===== src/rtl/wdt_cfg_pkg.sv =====
package wdt_cfg_pkg;
  localparam int DW = 8;

  localparam logic [DW-1:0] KEY_OPEN   = 8'h87;
  localparam logic [DW-1:0] KEY_CLOSE  = 8'hAA;
  localparam logic [DW-1:0] IDX_PAGE   = 8'h07;
  localparam logic [DW-1:0] IDX_ENABLE = 8'h30;
  localparam logic [DW-1:0] IDX_UNIT   = 8'hF5;
  localparam logic [DW-1:0] IDX_COUNT  = 8'hF6;
  localparam logic [DW-1:0] IDX_WAKE   = 8'hF7;
  localparam logic [DW-1:0] WDT_PAGE   = 8'h08;

  localparam int UNIT_BIT  = 3;
  localparam int KBD_BIT   = 6;
  localparam int MOUSE_BIT = 7;

  typedef enum logic [1:0] {
    GATE_CLOSED = 2'd0,
    GATE_HALF   = 2'd1,
    GATE_OPEN   = 2'd2
  } gate_state_t;
endpackage


===== src/rtl/wdt_key_gate.sv =====
module wdt_key_gate
  import wdt_cfg_pkg::*;
(
  input  logic          clk,
  input  logic          rst_n,
  input  logic          idx_we,
  input  logic [DW-1:0] wr_data,
  output logic          is_open,
  output logic [DW-1:0] idx_q
);
  gate_state_t st_q, st_d;
  logic [DW-1:0] idx_d;

  always_comb begin
    st_d  = st_q;
    idx_d = idx_q;
    if (idx_we) begin
      unique case (st_q)
        GATE_CLOSED: st_d = (wr_data == KEY_OPEN) ? GATE_HALF : GATE_CLOSED;
        GATE_HALF:   st_d = (wr_data == KEY_OPEN) ? GATE_OPEN : GATE_CLOSED;
        GATE_OPEN: begin
          idx_d = wr_data;
          if (wr_data == KEY_CLOSE) st_d = GATE_CLOSED;
        end
        default:     st_d = GATE_CLOSED;
      endcase
    end
  end

  always_ff @(posedge clk or negedge rst_n) begin
    if (!rst_n) begin
      st_q  <= GATE_CLOSED;
      idx_q <= '0;
    end else begin
      st_q  <= st_d;
      idx_q <= idx_d;
    end
  end

  assign is_open = (st_q == GATE_OPEN);


  half_step_chk: assert property (@(posedge clk) disable iff (!rst_n)
    $past(st_q) == GATE_CLOSED |-> st_q != GATE_OPEN);


  close_key_chk: assert property (@(posedge clk) disable iff (!rst_n)
    (is_open && idx_we && wr_data == KEY_CLOSE) |=> !is_open);
endmodule


===== src/rtl/wdt_page_regs.sv =====
module wdt_page_regs
  import wdt_cfg_pkg::*;
#(
  parameter logic [DW-1:0] UNIT_RST = 8'h08,
  parameter logic [DW-1:0] WAKE_RST = 8'h00
) (
  input  logic          clk,
  input  logic          rst_n,
  input  logic          is_open,
  input  logic [DW-1:0] idx_q,
  input  logic          dat_we,
  input  logic [DW-1:0] wr_data,
  input  logic [DW-1:0] cnt_q,
  output logic          wdt_en,
  output logic          unit_min,
  output logic          kbd_ok,
  output logic          mouse_ok,
  output logic          cnt_load,
  output logic [DW-1:0] rd_data
);
  logic [DW-1:0] page_q, page_d;
  logic [DW-1:0] unit_q, unit_d;
  logic [DW-1:0] wake_q, wake_d;
  logic          en_q, en_d;
  logic          wr_ok, on_page;

  assign wr_ok   = is_open && dat_we;
  assign on_page = (page_q == WDT_PAGE);

  always_comb begin
    page_d = page_q;
    unit_d = unit_q;
    wake_d = wake_q;
    en_d   = en_q;
    if (wr_ok) begin
      if (idx_q == IDX_PAGE) page_d = wr_data;
      else if (on_page) begin
        if (idx_q == IDX_ENABLE) en_d   = wr_data[0];
        if (idx_q == IDX_UNIT)   unit_d = wr_data;
        if (idx_q == IDX_WAKE)   wake_d = wr_data;
      end
    end
  end

  always_ff @(posedge clk or negedge rst_n) begin
    if (!rst_n) begin
      page_q <= '0;
      unit_q <= UNIT_RST;
      wake_q <= WAKE_RST;
      en_q   <= 1'b0;
    end else begin
      page_q <= page_d;
      unit_q <= unit_d;
      wake_q <= wake_d;
      en_q   <= en_d;
    end
  end

  assign cnt_load = wr_ok && on_page && (idx_q == IDX_COUNT);
  assign wdt_en   = en_q;
  assign unit_min = unit_q[UNIT_BIT];
  assign kbd_ok   = wake_q[KBD_BIT];
  assign mouse_ok = wake_q[MOUSE_BIT];

  always_comb begin
    rd_data = '0;
    if (!is_open) rd_data = '1;
    else if (idx_q == IDX_PAGE) rd_data = page_q;
    else if (on_page) begin
      unique case (idx_q)
        IDX_ENABLE: rd_data = {{(DW-1){1'b0}}, en_q};
        IDX_UNIT:   rd_data = unit_q;
        IDX_COUNT:  rd_data = cnt_q;
        IDX_WAKE:   rd_data = wake_q;
        default:    rd_data = '0;
      endcase
    end
  end


  closed_hold_chk: assert property (@(posedge clk) disable iff (!rst_n)
    !is_open |=> (page_q == $past(page_q) && en_q == $past(en_q)));
endmodule


===== src/rtl/wdt_countdown.sv =====
module wdt_countdown
  import wdt_cfg_pkg::*;
#(
  parameter logic [DW-1:0] CNT_RST = 8'd5
) (
  input  logic          clk,
  input  logic          rst_n,
  input  logic          wdt_en,
  input  logic          unit_min,
  input  logic          tick_sec,
  input  logic          tick_min,
  input  logic          kbd_ok,
  input  logic          mouse_ok,
  input  logic          kbd_evt,
  input  logic          mouse_evt,
  input  logic          cnt_load,
  input  logic [DW-1:0] load_val,
  output logic [DW-1:0] cnt_q
);
  logic [DW-1:0] cnt_d, rel_q, rel_d;
  logic          tick, wake, dec;

  assign tick = unit_min ? tick_min : tick_sec;
  assign wake = (kbd_ok && kbd_evt) || (mouse_ok && mouse_evt);
  assign dec  = wdt_en && tick && (cnt_q != '0);

  always_comb begin
    cnt_d = cnt_q;
    rel_d = rel_q;
    if (cnt_load) begin
      cnt_d = load_val;
      rel_d = load_val;
    end else if (wake) cnt_d = rel_q;
    else if (dec)      cnt_d = cnt_q - 1'b1;
  end

  always_ff @(posedge clk or negedge rst_n) begin
    if (!rst_n) begin
      cnt_q <= CNT_RST;
      rel_q <= CNT_RST;
    end else begin
      cnt_q <= cnt_d;
      rel_q <= rel_d;
    end
  end


  load_wins_chk: assert property (@(posedge clk) disable iff (!rst_n)
    cnt_load |=> cnt_q == $past(load_val));


  step_down_chk: assert property (@(posedge clk) disable iff (!rst_n)
    (!cnt_load && !wake && wdt_en && tick && cnt_q != '0) |=> cnt_q == $past(cnt_q) - 1'b1);


  idle_hold_chk: assert property (@(posedge clk) disable iff (!rst_n)
    (!cnt_load && !wake && !wdt_en) |=> $stable(cnt_q));
endmodule


===== src/rtl/wdt_cfg_regs.sv =====
module wdt_cfg_regs
  import wdt_cfg_pkg::*;
#(
  parameter logic [7:0] CNT_RST  = 8'd5,
  parameter logic [7:0] UNIT_RST = 8'h08,
  parameter logic [7:0] WAKE_RST = 8'h00
) (
  input  logic       clk,
  input  logic       rst_n,
  input  logic       wr_en,
  input  logic       wr_sel,
  input  logic [7:0] wr_data,
  output logic [7:0] rd_data,
  input  logic       tick_sec,
  input  logic       tick_min,
  input  logic       kbd_evt,
  input  logic       mouse_evt,
  output logic       wdt_rst_req
);
  logic          is_open, wdt_en, unit_min, kbd_ok, mouse_ok, cnt_load;
  logic [DW-1:0] idx_q, cnt_q;

  wdt_key_gate u_gate (
    .clk     (clk),
    .rst_n   (rst_n),
    .idx_we  (wr_en && !wr_sel),
    .wr_data (wr_data),
    .is_open (is_open),
    .idx_q   (idx_q)
  );

  wdt_page_regs #(.UNIT_RST(UNIT_RST), .WAKE_RST(WAKE_RST)) u_regs (
    .clk      (clk),
    .rst_n    (rst_n),
    .is_open  (is_open),
    .idx_q    (idx_q),
    .dat_we   (wr_en && wr_sel),
    .wr_data  (wr_data),
    .cnt_q    (cnt_q),
    .wdt_en   (wdt_en),
    .unit_min (unit_min),
    .kbd_ok   (kbd_ok),
    .mouse_ok (mouse_ok),
    .cnt_load (cnt_load),
    .rd_data  (rd_data)
  );

  wdt_countdown #(.CNT_RST(CNT_RST)) u_cnt (
    .clk       (clk),
    .rst_n     (rst_n),
    .wdt_en    (wdt_en),
    .unit_min  (unit_min),
    .tick_sec  (tick_sec),
    .tick_min  (tick_min),
    .kbd_ok    (kbd_ok),
    .mouse_ok  (mouse_ok),
    .kbd_evt   (kbd_evt),
    .mouse_evt (mouse_evt),
    .cnt_load  (cnt_load),
    .load_val  (wr_data),
    .cnt_q     (cnt_q)
  );

  assign wdt_rst_req = wdt_en && (cnt_q == '0);


  req_needs_en_chk: assert property (@(posedge clk) disable iff (!rst_n)
    wdt_rst_req |-> wdt_en);


  closed_read_chk: assert property (@(posedge clk) disable iff (!rst_n)
    !is_open |-> rd_data == 8'hFF);
endmodule


===== config.mk =====
export PLATFORM = sky130hd
export DESIGN_NAME = wdt_cfg_regs
export DESIGN_NICKNAME = d
export VERILOG_FILES = /design/src/rtl/wdt_cfg_pkg.sv /design/src/rtl/wdt_key_gate.sv /design/src/rtl/wdt_page_regs.sv /design/src/rtl/wdt_countdown.sv /design/src/rtl/wdt_cfg_regs.sv
export SDC_FILE = /design/constraint.sdc
export NUM_CORES = 1
export LEC_CHECK = 0
export BUFFER_PORTS_ARGS = -buffer_cell sky130_fd_sc_hd__buf_2
export CELL_PAD_IN_SITES_DETAIL_PLACEMENT = 1
export CELL_PAD_IN_SITES_GLOBAL_PLACEMENT = 2
export CORE_ASPECT_RATIO = 0.7
export CORE_MARGIN = 3
export CORE_UTILIZATION = 33
export DETAILED_ROUTE_END_ITERATION = 8
export HOLD_SLACK_MARGIN = 0.02
export PLACE_DENSITY = 0.78
export SETUP_SLACK_MARGIN = 0.2
export SYNTH_ARGS = -nofsm -noshare
export SYNTH_HDL_FRONTEND = slang
export SYNTH_SLANG_ARGS = --single-unit

===== constraint.sdc =====
create_clock -name clk -period 3.32 [get_ports clk]
set_input_delay 0.332 -clock clk [delete_from_list [all_inputs] [get_ports clk]]
set_output_delay 0.332 -clock clk [all_outputs]
set_load 0.05 [all_outputs]

==> results.md <==
- 115 um — Die Wd
- in2async — Min-Delay Path Class
- 0 — Synth Warn #
- 365 MHz — Max Clock Freq
- 0.865 — routability-driven placement congestion ratio
- 4 — number of detailed-routing iterations run before antenna repair
- 48 — post-synth cell types
- 7510 um — final wirelength
- 2063 — number of vias after detailed routing
- 0 — total setup buffers inserted after CTS
- 0.00724 ns — Clock Skews
- 0 — number of enable flip-flop cells after synthesis
- 1.55 mW — overall power of the completed layout
- 189 uV — highest ir drop seen on vdd
- 0 — final setup violation count
- 0 — post-cts hold buffer count
- 2127 — vias in the first global route
- 2.41 ns — arrival time of data at the critical path endpoint
- 25 — Top-Level Pins
- 255 — Synth Instances
- 5.47 — vias per cell
- 2.74 ns — time the worst path needs with I/O delays and setup
- 0.959 ns — setup slack after placement
- u_cnt.cnt_q[4] — reg-to-reg endpoint
- 12.3% — post-synthesis to final-layout area growth
- primary output — kind of capture point of the worst setup path
- 0 — number of nets still failing antenna checks after routing
- 0 — total count of hold-check failures in the final report
- 1.00 — share of flip-flops with an asynchronous set or reset
- no — setup repair after global routing missed its margin
- 10.8 um2 — average instance area after synthesis
- 0 — count of final max-slew check failures
- 0.173 — gr usage total
- 19.9 um — Routed WL per cell
- 8010 um2 — area inside the core boundary
- clkbuf_16 — cell at the root of the clock tree
- 0 ns — total negative slack for setup checks
- 0 — max-capacitance violation count
- 5520 um — dpl hpwl
- 0.91 ns — worst reg-to-reg setup slack
- 51 — clock net sink count
- 0.29 ns — Clock Latency Late Sink
- 82.5 um — chip height
- 0.465 — sequential cell area fraction in the yosys report
- 2 — H-tree depth
- 0.473 — Slew headroom
- 0.344 — initial cell density of the core
- 0.417 — Yosys top cell area share
- yes — clock tree from TritonCTS
- dfrtp_1 (46), nand2_1 (34), mux2_2 (27), o21ai_0 (17), mux2_4 (16) — most numerous cell types in the synthesized netlist
- u_gate.idx_q[1] — worst reg2reg path startpoint
- dfrtp_1 — most common cell in the synthesized netlist
- 2760 um2 — synthesized area
- 0 — Remaining DRCs
- 0 — post-CTS sizing
- finished, final reports clean — run status
- register — type of origin of the critical path
- 12100 um — global-route wire length before repair
- 0 — global route overflow
- 0.111 ns — Fin Hold WS
- 2.99 ns — worst path required time
- 293 — count of nets after finishing
- 0.791 ns — pin slew with the least headroom to its limit
- 0.06 ns — clock transition time at the flip-flop clock pins of the worst setup and hold paths
- 0.308 — ratio of cells with drive above 1 in the final layout
- 24 — I/O Buffers
- 499 nW/um2 — power per standard cell area
- 0.826 — part of the cycle the worst path needs
- 4 — depth of the worst register-to-register path
- 0 — initial antenna violation count
- dfrtp_1 — area leader, netlist
- 0.578 ns — crit path setup slack, layout
- 16 — critical path peak fanout
- 9510 um2 — die area
- u_gate.idx_q[1] — worst setup path startpoint
- 2 — number of buffers on the longest clock path
- 273 — Post-Synthesis Net Count
- 123 — DRC marker count from the first detailed-route iteration
- dfrtp_1 — Primary FF master, synth
- 33 — largest net degree at the start of global routing
- 0.387 — end-of-flow core utilization
- 5 — clock buffer count from CTS
- 27 — Site Rows
- 51 — flop and latch count out of synthesis
- 1.46 nW — leakage power figure
- 0 — number of antenna repair diodes
- dfrtp_1 (42%), mux2_2 (11%), mux2_4 (8.7%), dfstp_2 (4.8%), nand2_1 (4.6%) — Synth area leaders
- reg2out — critical path class
-- worst max-delay path by stage --
stage	to	slack [ns]	depth (start not counted)
2_1_floorplan	rd_data[1]	0.77	5
3_3_place_gp	rd_data[0]	1.01	5
3_5_place_dp	u_cnt.cnt_q[7]	0.96	4
4_1_cts	rd_data[7]	0.65	4
5_1_grt	rd_data[7]	0.39	4
6_report	rd_data[7]	0.58	4
-- critical path: stages (launching register included) --
cell and delay, ns:
dfrtp_1 0.70, nor2b_1 0.58, a22oi_1 0.19, o21ai_0 0.32, buf_2 0.33
-- flip-flops by register name, indices dropped and copies added, names as in the netlist --
signal and flops:
u_gate.idx_q 8, u_regs.wake_q 8, u_gate.st_q 2, u_regs.unit_q 8, u_cnt.cnt_q 8, u_regs.page_q 8
u_regs.wdt_en 1, u_cnt.rel_q 8
-- through the flow --
stage	cell area [um2]	instances
2_1_floorplan	2760	255
3_3_place_gp	2950	369
3_5_place_dp	2950	369
4_1_cts	3100	377
5_1_grt	3100	377
6_report	3100	377
-- layout make-up --
type                       count  area, um2
fill                         899       4910
sequential                    51       1280
timing repair buffer          25        128
clock inverter                 1       8.76
multi-input combinational    185       1380
clock buffer                   7        143
tap                          101        126
inverter                       7       26.3
-- cells by family after synthesis --
kind of cell,share of synthesized area
compound gates,0.123
simple gates,0.152
xor+xnor,0.0127
fa+ha+maj,0.00907
mux,0.205
flops,0.465
buf+inv,0.0331
-- per-layer routing --
metal,GRT usage,share of wire,up-vias
li1,-,-,963
met1,0.253,0.51,1049
met2,0.252,0.42,44
met3,0.0430,0.054,7
met4,0.0481,0.011,0
met5,0,0,-
-- power by group --
| part | internal (mW) | switching, mW |
|---|---|---|
| Combinational | 0.100 | 0.195 |
| Clock | 0.302 | 0.219 |
| Sequential | 0.663 | 0.0668 |
-- layout by cell type, fill, tap and decap left out, types with 3 or more instances in the layout --
| cell type | synthesis | layout |
|---|---|---|
| a21oi_1 | 13 | 13 |
| nand2_1 | 34 | 34 |
| nor2_1 | 12 | 12 |
| a22o_1 | 4 | 4 |
| nor3_1 | 4 | 4 |
| o21ai_0 | 17 | 17 |
| mux2_4 | 16 | 16 |
| dfstp_2 | 5 | 5 |
| buf_2 | 1 | 24 |
| dfrtp_1 | 46 | 46 |
| a22oi_1 | 9 | 9 |
| mux2_2 | 27 | 27 |
| inv_1 | 7 | 7 |
| clkbuf_16 | 0 | 5 |
| nor4_1 | 4 | 4 |
| or4_1 | 4 | 4 |
| xnor2_1 | 3 | 3 |
Note: power is estimated with default switching activity, not from simulation.
